**src/rtl/esr_pkg.sv**
```systemverilog
package esr_pkg;

    localparam int ADDR_W = 4;
    localparam int DATA_W = 32;

    localparam int ID_VER_LSB  = 0;
    localparam int ID_PRES_BIT = 8;
    localparam int ID_SW_LSB   = 16;

    localparam int ERR_TO_BIT = 0;
    localparam int ERR_BA_BIT = 1;
    localparam int ERR_W      = 2;

    typedef enum logic [ADDR_W-1:0] {
        REG_ID   = 4'h0,
        REG_ERR  = 4'h1,
        REG_MISS = 4'h2
    } esr_addr_e;

    typedef struct packed {
        logic       present;
        logic [7:0] version;
    } esr_id_t;

    function automatic logic [7:0] release_byte(input int major, input int minor);
        logic [3:0] hi;
        logic [3:0] lo;
        hi = 4'(major);
        lo = 4'(minor);
        return {hi, lo};
    endfunction

endpackage

```
**src/rtl/esr_w1c_bank.sv**
```systemverilog
module esr_w1c_bank #(
    parameter int W = 2
) (
    input  logic         clk,
    input  logic         rst,
    input  logic [W-1:0] set_i,
    input  logic [W-1:0] clr_i,
    output logic [W-1:0] q_o
);

    for (genvar b = 0; b < W; b++) begin : g_bit
        always_ff @(posedge clk) begin
            if (rst)
                q_o[b] <= 1'b0;
            else if (set_i[b])
                q_o[b] <= 1'b1;        // set has priority over clear
            else if (clr_i[b])
                q_o[b] <= 1'b0;
        end
    end

endmodule

```
**src/rtl/esr_miss_detect.sv**
```systemverilog
module esr_miss_detect #(
    parameter int NUM_CH = 6
) (
    input  logic [NUM_CH-1:0] pulse_i,
    input  logic [NUM_CH-1:0] reject_i,
    output logic [NUM_CH-1:0] miss_o
);

    for (genvar c = 0; c < NUM_CH; c++) begin : g_ch
        assign miss_o[c] = pulse_i[c] & reject_i[c];
    end

endmodule

```
**src/rtl/esr_read_mux.sv**
```systemverilog
module esr_read_mux
    import esr_pkg::*;
#(
    parameter int NUM_CH = 6,
    parameter int NUM_SW = 4
) (
    input  logic [ADDR_W-1:0] addr_i,
    input  esr_id_t           id_i,
    input  logic [NUM_SW-1:0] switch_i,
    input  logic [ERR_W-1:0]  err_i,
    input  logic [NUM_CH-1:0] miss_i,
    output logic [DATA_W-1:0] rdata_o
);

    always_comb begin
        rdata_o = '0;
        case (addr_i)
            REG_ID: begin
                rdata_o[ID_VER_LSB +: 8]      = id_i.version;
                rdata_o[ID_PRES_BIT]          = id_i.present;
                rdata_o[ID_SW_LSB +: NUM_SW]  = switch_i;
            end
            REG_ERR:  rdata_o[ERR_W-1:0]  = err_i;
            REG_MISS: rdata_o[NUM_CH-1:0] = miss_i;
            default:  rdata_o = '0;
        endcase
    end

endmodule

```
**src/rtl/esr_status_top.sv**
```systemverilog
module esr_status_top
    import esr_pkg::*;
#(
    parameter int NUM_CH    = 6,
    parameter int NUM_SW    = 4,
    parameter int VER_MAJOR = 2,
    parameter int VER_MINOR = 14
) (
    input  logic              clk,
    input  logic              rst,
    input  logic [NUM_CH-1:0] pulse_i,
    input  logic [NUM_CH-1:0] reject_i,
    input  logic              bus_timeout_i,
    input  logic              bus_badaddr_i,
    input  logic              present_i,
    input  logic [NUM_SW-1:0] switch_i,
    input  logic              wr_en_i,
    input  logic [ADDR_W-1:0] addr_i,
    input  logic [DATA_W-1:0] wdata_i,
    output logic [DATA_W-1:0] rdata_o
);

    localparam logic [7:0] VERSION = release_byte(VER_MAJOR, VER_MINOR);

    logic [NUM_CH-1:0] miss_evt;
    logic [NUM_CH-1:0] miss_clr;
    logic [NUM_CH-1:0] miss_q;
    logic [ERR_W-1:0]  err_set;
    logic [ERR_W-1:0]  err_clr;
    logic [ERR_W-1:0]  err_q;
    esr_id_t           id;
    logic              unused_wdata;

    assign unused_wdata = ^wdata_i[DATA_W-1:NUM_CH];

    esr_miss_detect #(.NUM_CH(NUM_CH)) u_detect (
        .pulse_i  (pulse_i),
        .reject_i (reject_i),
        .miss_o   (miss_evt)
    );

    assign miss_clr = (wr_en_i && addr_i == REG_MISS) ? wdata_i[NUM_CH-1:0] : '0;

    esr_w1c_bank #(.W(NUM_CH)) u_miss_bank (
        .clk   (clk),
        .rst   (rst),
        .set_i (miss_evt),
        .clr_i (miss_clr),
        .q_o   (miss_q)
    );

    always_comb begin
        err_set             = '0;
        err_set[ERR_TO_BIT] = bus_timeout_i;
        err_set[ERR_BA_BIT] = bus_badaddr_i;
    end

    assign err_clr = (wr_en_i && addr_i == REG_ERR) ? wdata_i[ERR_W-1:0] : '0;

    esr_w1c_bank #(.W(ERR_W)) u_err_bank (
        .clk   (clk),
        .rst   (rst),
        .set_i (err_set),
        .clr_i (err_clr),
        .q_o   (err_q)
    );

    assign id.present = present_i;
    assign id.version = VERSION;

    esr_read_mux #(.NUM_CH(NUM_CH), .NUM_SW(NUM_SW)) u_rmux (
        .addr_i   (addr_i),
        .id_i     (id),
        .switch_i (switch_i),
        .err_i    (err_q),
        .miss_i   (miss_q),
        .rdata_o  (rdata_o)
    );

endmodule

```
**config.mk**
```make
export PLATFORM = sky130hd
export DESIGN_NAME = esr_status_top
export DESIGN_NICKNAME = d
export VERILOG_FILES = /design/src/rtl/esr_pkg.sv /design/src/rtl/esr_w1c_bank.sv /design/src/rtl/esr_miss_detect.sv /design/src/rtl/esr_read_mux.sv /design/src/rtl/esr_status_top.sv
export SDC_FILE = /design/constraint.sdc
export NUM_CORES = 1
export LEC_CHECK = 0
export ABC_AREA = 0
export BUFFER_PORTS_ARGS = -buffer_cell sky130_fd_sc_hd__buf_4
export CAP_MARGIN = 10
export CORE_ASPECT_RATIO = 1.4
export CORE_MARGIN = 8
export CORE_UTILIZATION = 28
export DETAILED_ROUTE_END_ITERATION = 8
export GPL_ROUTABILITY_DRIVEN = 0
export GPL_TIMING_DRIVEN = 0
export PLACE_DENSITY = 0.76
export SLEW_MARGIN = 40
export SYNTH_ARGS = -nofsm -noshare
export SYNTH_HDL_FRONTEND = slang
export SYNTH_SLANG_ARGS = --single-unit
```
**constraint.sdc**
```tcl
create_clock -name clk -period 0.8 [get_ports clk]
set_input_delay 0 -clock clk [delete_from_list [all_inputs] [get_ports clk]]
set_output_delay 0 -clock clk [all_outputs]
set_load 0.05 [all_outputs]
```
After elaboration in Yosys (flattened, before gate mapping). Cells that the tools add are included.

Bitwise gates (word level): 6. Muxes and demuxes: 22. Equality and inequality tests: 2. Reduce and logical (&&, ||, !) cells: 11.

Operators by type and width (count): 2-to-1 mux 1 bit (16); nonzero test 2 bit (8); case mux 4 bit (2 select lines) (1); AND 1 bit (6); 2-to-1 mux 6 bit (1); case mux 2 bit (3 select lines) (1); == test 4 x 1 -> 1 bit, second input constant (1); == test 4 x 2 -> 1 bit, second input constant (1); logical NOT 4 bit (1); 2-to-1 mux 4 bit (1); 2-to-1 mux 3 bit (1); logical AND 1 bit (2); 2-to-1 mux 2 bit (1).

Logic and storage cells: 49. Input port bits: 58. Bits in registers: 8. Output and inout port bits: 32.

Longest topological paths before layout. Gate-level depths: netlist (run 1).

Depth after elaboration: 5. Gate-level depth with buffers: 4. Depth with buffers taken out: 3.

By module. Synthesis (run 1) repeated with hierarchy kept, for this count alone.

Cell total of the unflattened synthesis: 98. Area, all modules: 818.3 µm².

Modules (own cells, without submodules): esr_read_mux (times used 1, area an instance 356.6 µm², cells each 46); esr_w1c_bank (u_miss_bank) (times used 1, area an instance 255.2 µm², cells each 24); esr_status_top (times used 1, area an instance 98.8 µm², cells each 14); esr_w1c_bank (u_err_bank) (times used 1, area an instance 70.1 µm², cells each 8); esr_miss_detect (times used 1, area an instance 37.5 µm², cells each 6).

Worst setup path before layout (run 1). No wires, ideal clock.

Kind: reg2out. From: reg u_err_bank.q_o[0]. To: out rdata_o[0]. Path slack: -0.632 ns. Required time: 0.800 ns. Data arrival time: 1.432 ns. Cell stages (with the launch flop): 3. Cells stage by stage: dfxtp_1 -> a22oi_1 -> nor3_1.

Word-level cells in the longest chain between the ends: 1.

Ends and longest elaborated chain: start: declaration (line esr_w1c_bank.sv:8) `output logic [W-1:0] q_o`; start signal: indexed assignment (line esr_w1c_bank.sv:14) `q_o[b] <= 1'b0;`; start signal: indexed assignment (line esr_w1c_bank.sv:16) `q_o[b] <= 1'b1;`; start signal: indexed assignment (line esr_w1c_bank.sv:18) `q_o[b] <= 1'b0;`; case mux 2 bit (3 select lines) (line esr_read_mux.sv:17) `case (addr_i)`; end: declaration (line esr_status_top.sv:20) `output logic [DATA_W-1:0] rdata_o`.

No other way between the ends.

Worst setup path after layout (run 1).
From: reg u_err_bank.q_o[1]. To: out rdata_o[1].

Same word-level chain as after synthesis.

==> results.py, run 1 <==
metrics = {
    "critical_path": {
        "worstPathMaxFanout": 2,
        "crit_required_ns": 0.80,
        "critical_path.startpoint_type": "register",
        "cp-end-kind": "output pin",
        "path_class": "reg2out",
        "cp_data_arrival_time_ns": 1.08,
    },
    "timing": {
        "fmax_mhz": 922,
        "worst_slack_ns": -0.285,
        "fin_crit_ns": 1.08,
        "hold_viol": 0,
        "final-setup-viol-count": 11,
        "slew_violations": 0,
        "rsz0062_at_grt": "true",
        "clock_skew_ns": 0,
        "timing.final.crit_share_pct": 136,
        "fin_setup_tns_ns": -0.976,
        "slew_headroom_pct": 62.1,
        "fin_hold_ws_ns": 0.0500,
        "worst_pin_slew_ns": 0.568,
    },
    "logic_synthesis": {
        "ys.warnings.count": 0,
        "synth_xor_area_share_pct": 0,
        "synth.distinct_cells": 23,
        "synth_top_family_by_area": "buffers and inverters",
        "synth_mux_area_share_pct": 0,
        "synth_simple_gate_area_share_pct": 22.0,
        "synth_top_area_share_pct": 23.8,
        "synth_seq_cells": 8,
        "seq_area_frac_synth_pct": 23.8,
        "synth_area_leaders": "dfxtp_1, buf_4, a311oi_2",
        "yosysTopAreaCell": "dfxtp_1",
        "synthCells": 80,
        "synth-compound-area-share_pct": 25.7,
        "synth_adder_area_share_pct": 0,
        "netlist_area_um2": 672,
        "synth_area_per_cell_um2": 8.40,
    },
    "place": {
        "dp_hpwl_um": 1860,
        "port_buffers": 41,
        "pre_cts_ws_ns": -0.282,
    },
    "clock_network": {
        "htree_num_levels": 1,
        "cts_sinks": 8,
        "clk_pin_slew_ns": 0.06,
        "cts_tree": "yes",
        "root_buffer": "clkbuf_4",
        "cts_buffers": 3,
        "clock_latency_ns": 0.25,
        "clockBufferDepth": 2,
    },
    "floorplan": {
        "core_area_um2": 2340,
        "fp-row-count": 21,
        "die_x_um": 57.4,
        "die-area_um2": 4250,
        "die_y_um": 74.0,
        "ios": 90,
        "start_util_pct": 28.7,
    },
    "cells_and_area": {
        "multi_input_area_um2": 475,
        "antenna_cells": 0,
        "nFillCells": 208,
        "syn_to_final_growth_pct": 102,
        "layout-drive-gt1-share_pct": 68.0,
        "fin_nets": 213,
        "seq_area_um2": 169,
    },
    "global_routing": {
        "grt-ovfl-total": 0,
        "grt_pass1_wl_um": 3770,
        "grt_pass1_vias": 843,
        "antenna_found_initial": 0,
        "grt_usage_pct": 11.1,
        "grt_max_degree": 9,
    },
    "detailed_routing": {
        "drt_iter0_drc": 13,
        "postRouteAntennaNets": 0,
        "via_count": 781,
        "drc_errors": 0,
        "vias_per_cell": 4.44,
        "wl_um": 2420,
        "avgRoutedWirePerCell_um": 13.7,
        "drtPass1Iterations": 4,
    },
    "worst_hold_path": {
        "hold_class": "in2reg",
    },
    "run_status": {
        "status": "finished, violations left",
        "violations": "negative setup slack",
    },
    "power_and_ir_drop": {
        "power.leakage_nw": 0.665,
        "powerDensity_nw_per_um2": 1090,
        "ir_drop_v": 0.000650,
    },
    "flow_run": {
        "max_cap_viol_count": 0,
    },
}
-- routing by layer --
layer / track usage (%) / wire [um]
met5: 0 / 0
met4: 4.19 / 15
met1: 10.2 / 834
met3: 5.02 / 254
met2: 20.7 / 1310
-- cells by family after synthesis --
| kind of cell | after synthesis |
|---|---|
| other | 1 |
| flip-flops | 8 |
| AO/OA/AOI/OAI | 20 |
| buffers and inverters | 27 |
| AND/OR/NAND/NOR | 24 |
-- cells in the mapped netlist (all sizes together) --
library cell and count:
inv 4, and3b 2, o21a 1, and3 2, nor4 1, conb 1, and2b 1, a22oi 1
nor3 1, nand2 6, and2 5, buf 23, or3 1, dfxtp 8, nor2 3, a21oi 10
a311oi 8, nor2b 2
-- worst max-delay path, cell delays in order (launching register included) --
cell and delay (ns):
dfxtp_1 0.31, and2b_2 0.18, o21a_2 0.20, buf_8 0.15
-- timing repair --
action,CTS,global route
endpoints found under the setup margin,11,13
hold buffers,7,0
gates resized for setup,33,10
buffers inserted,1,1
pin swaps,1,2
hold endpoints to repair,8,0
-- per-stage QoR --
step | util, % | cells | area (um2) | power, W
4_1_cts | 56.1 | 175 | 1310 | 0.00145
3_5_place_dp | 47.6 | 164 | 1110 | 0.00108
5_1_grt | 58.0 | 176 | 1360 | 0.00156
6_report | 58.0 | 176 | 1360 | 0.00148
2_1_floorplan | - | 100 | 777 | 0.000899
3_3_place_gp | 47.6 | 164 | 1110 | 0.00107
-- final timing paths --
kind | from | depth (start not counted) | slack, ns | endpoint
setup reg to reg | u_miss_bank.q_o[4] | 3 | 0.05 | u_miss_bank.q_o[4]
hold reg to reg | u_err_bank.q_o[1] | 2 | 0.51 | u_err_bank.q_o[1]
hold / removal | bus_badaddr_i | 3 | 0.05 | u_err_bank.q_o[1]
setup / recovery | u_err_bank.q_o[1] | 3 | -0.28 | rdata_o[1]
-- flip-flops by register name (all words and copies together), names as in the netlist --
name,count
u_miss_bank.q_o,6
u_err_bank.q_o,2
-- placed cells by master (no fill, tap or decap), types with 2 or more instances in the layout --
master and instances:
conb_1 21, and3_4 2, buf_4 51, and2_4 4, dfxtp_2 7, nand2_1 6
buf_6 7, a21oi_2 4, inv_2 3, clkbuf_4 3, buf_8 6, nor2_1 2
a311oi_2 7, and3b_1 2, a21oi_1 6, dlygate4sd3_1 7
-- where the power goes --
part	total, W	switching [W]	internal, W	leakage [nW]
clock	0.000303	0.000132	0.000171	0.0138
combinational	0.000726	0.000423	0.000304	0.583
sequential	0.000450	0.0000177	0.000433	0.0686
-- cell type report --
cell class / instances / share of cell area, %
clock buffers: 3 / 1.66
plain buffers: 23 / 12.7
flip-flops and latches: 8 / 12.5
well taps: 23 / 2.12
multi-input cells: 65 / 35.1
inverters: 4 / 1.11
repair buffers: 50 / 34.9
Note: power is estimated with default switching activity, not from simulation.
==> run 2, diff against run 1 <==
--- a/config.mk
+++ b/config.mk
@@ -13,7 +13,6 @@
 export CORE_UTILIZATION = 28
 export DETAILED_ROUTE_END_ITERATION = 8
 export GPL_ROUTABILITY_DRIVEN = 0
-export GPL_TIMING_DRIVEN = 0
 export PLACE_DENSITY = 0.76
 export SLEW_MARGIN = 40
 export SYNTH_ARGS = -nofsm -noshare
==> run 2 against run 1 <==
Compared with the run above:
- the flow still finishes with violations (negative setup slack)
- register-to-register slack worse by 0.03 ns
- cell area is 7.2% lower
- sequential share of layout area is 0.97 points higher
- clock skew stayed put
- worst setup slack better by 0.010 ns
- core utilization is 4.2 points lower
- critical path depth stayed put
- non-clock buffer count is 12 lower
- sequential power hardly changed
- routed wire length is 0.95% lower
- highest routed layer unchanged
==> results.py, run 2 (synthesis gave the netlist of run 1 again) <==
metrics = {
    "run_status": {
        "status": "finished, violations left",
        "violations": "negative setup slack",
    },
    "place": {
        "dp_hpwl_um": 1880,
        "place_area_um2": 1000,
        "port_buffers": 42,
    },
    "timing": {
        "rsz0062_at_grt": "true",
        "fin_crit_ns": 1.07,
        "final-setup-viol-count": 11,
        "slew_violations": 0,
        "clock_skew_ns": 0,
        "hold_viol": 0,
        "timing.final.crit_share_pct": 134,
        "worst_slack_ns": -0.275,
        "fmax_mhz": 931,
    },
    "cells_and_area": {
        "fin_nets": 201,
        "final_cell_mix": "buf_4, conb_1, dlygate4sd3_1",
        "layout-drive-gt1-share_pct": 63.8,
        "final_area_um2": 1260,
        "largest_reg_flops": 6,
        "syn_to_final_growth_pct": 87.3,
        "final_common_cell": "buf_4",
        "largestRegisters": "u_miss_bank.q_o x6, u_err_bank.q_o x2",
        "antenna_cells": 0,
        "top_register": "u_miss_bank.q_o",
    },
    "critical_path": {
        "path_class": "reg2out",
        "crit_required_ns": 0.80,
        "rr_endpoint": "u_miss_bank.q_o[5]",
        "cp_data_arrival_time_ns": 1.07,
        "r2r-start": "u_miss_bank.q_o[5]",
        "worstPathMaxFanout": 2,
        "cp-end-kind": "output pin",
        "rrSetupSlack_ns": 0.02,
        "critical_path.startpoint_type": "register",
        "reg2regPathDepth": 3,
    },
    "detailed_routing": {
        "avgRoutedWirePerCell_um": 14.6,
        "wl_um": 2390,
        "postRouteAntennaNets": 0,
        "vias_per_cell": 4.60,
        "via_count": 754,
        "drt_iter0_drc": 7,
        "drc_errors": 0,
        "drtPass1Iterations": 3,
    },
    "worst_hold_path": {
        "hold_class": "in2reg",
        "min-delay-start": "reject_i[4]",
        "hold_path_depth": 3,
        "whs_endpoint": "u_miss_bank.q_o[4]",
    },
    "power_and_ir_drop": {
        "p_total_w": 0.00143,
        "ir_drop_v": 0.000658,
        "power.leakage_nw": 0.596,
        "powerDensity_nw_per_um2": 1140,
    },
    "floorplan": {
        "die_x_um": 57.4,
        "die-area_um2": 4250,
        "fp-row-count": 21,
        "die_y_um": 74.0,
        "start_util_pct": 28.7,
        "ios": 90,
        "core_area_um2": 2340,
    },
    "clock_network": {
        "cts_sinks": 8,
        "cts_buffers": 3,
        "cts_tree": "yes",
        "root_buffer": "clkbuf_4",
        "htree_num_levels": 1,
        "clockBufferDepth": 2,
        "clk_pin_slew_ns": 0.06,
        "clock_latency_ns": 0.24,
    },
    "flow_run": {
        "max_cap_viol_count": 0,
    },
    "global_routing": {
        "antenna_found_initial": 0,
        "grt_pass1_wl_um": 3590,
        "grt_usage_pct": 10.8,
        "grt_max_degree": 9,
        "grt-ovfl-total": 0,
        "grt_pass1_vias": 800,
    },
}
-- run 2: worst max-delay path, cell delays in order, from the launching register on --
cell and delay, ns:
dfxtp_1 0.30, and2b_2 0.18, o21a_2 0.19, buf_6 0.15
-- run 2: metal layers --
layer  wire (um)  share of wire [%]  track usage (%)  vias up
li1            -                  -                -      360
met4          15               0.63             5.03        0
met2        1310                 55             21.2       43
met3         240                 10             3.98        2
met5           0                  0                0        -
met1         830                 35             9.35      349
-- run 2: timing repair --
item,4_1_cts,5_1_grt
hold buffers,8,0
hold endpoints to repair,8,0
setup buffers,2,2
gates cloned,0,0
endpoints found under the setup margin,12,13
resized for setup,36,6
pin swaps,7,4
-- run 2: through the flow --
step                worst slack, ns  instances  util, %  hold slack [ns]  setup TNS, ns
detailed placement           -0.118        149     42.8            0.212          -1.19
global route                 -0.314        164     53.8           0.0445          -1.30
finish                       -0.275        164     53.8           0.0442         -0.946
global placement             -0.102        149     42.8            0.207          -1.19
floorplan                    -0.105        100        -           0.0628         -0.345
CTS                          -0.285        162     52.0           0.0391         -0.988
-- run 2: power by group --
group / internal, W / leakage [nW] / switching (W) / total, W
clock: 0.000172 / 0.0138 / 0.000137 / 0.000309
sequential: 0.000432 / 0.0686 / 0.0000181 / 0.000450
combinational: 0.000261 / 0.514 / 0.000414 / 0.000675
-- run 2: final cells by class --
class	instances	area, um2
fillers	215	1080
repair buffers	61	557
multi-input cells	65	467
flip-flops and latches	8	169
well taps	23	28.8
clock buffers	3	22.5
inverters	4	15.0
-- run 2: worst max path at each step --
stage                                  from    endpoint  slack [ns]  cells after the start
after detailed placement          addr_i[0]  rdata_o[3]       -0.12                      4
after global routing      u_err_bank.q_o[1]  rdata_o[1]       -0.31                      3
after floorplan                   addr_i[0]  rdata_o[2]       -0.11                      2
after global placement            addr_i[0]  rdata_o[5]       -0.10                      4
final                     u_err_bank.q_o[1]  rdata_o[1]       -0.27                      3
after CTS                 u_err_bank.q_o[1]  rdata_o[1]       -0.29                      3
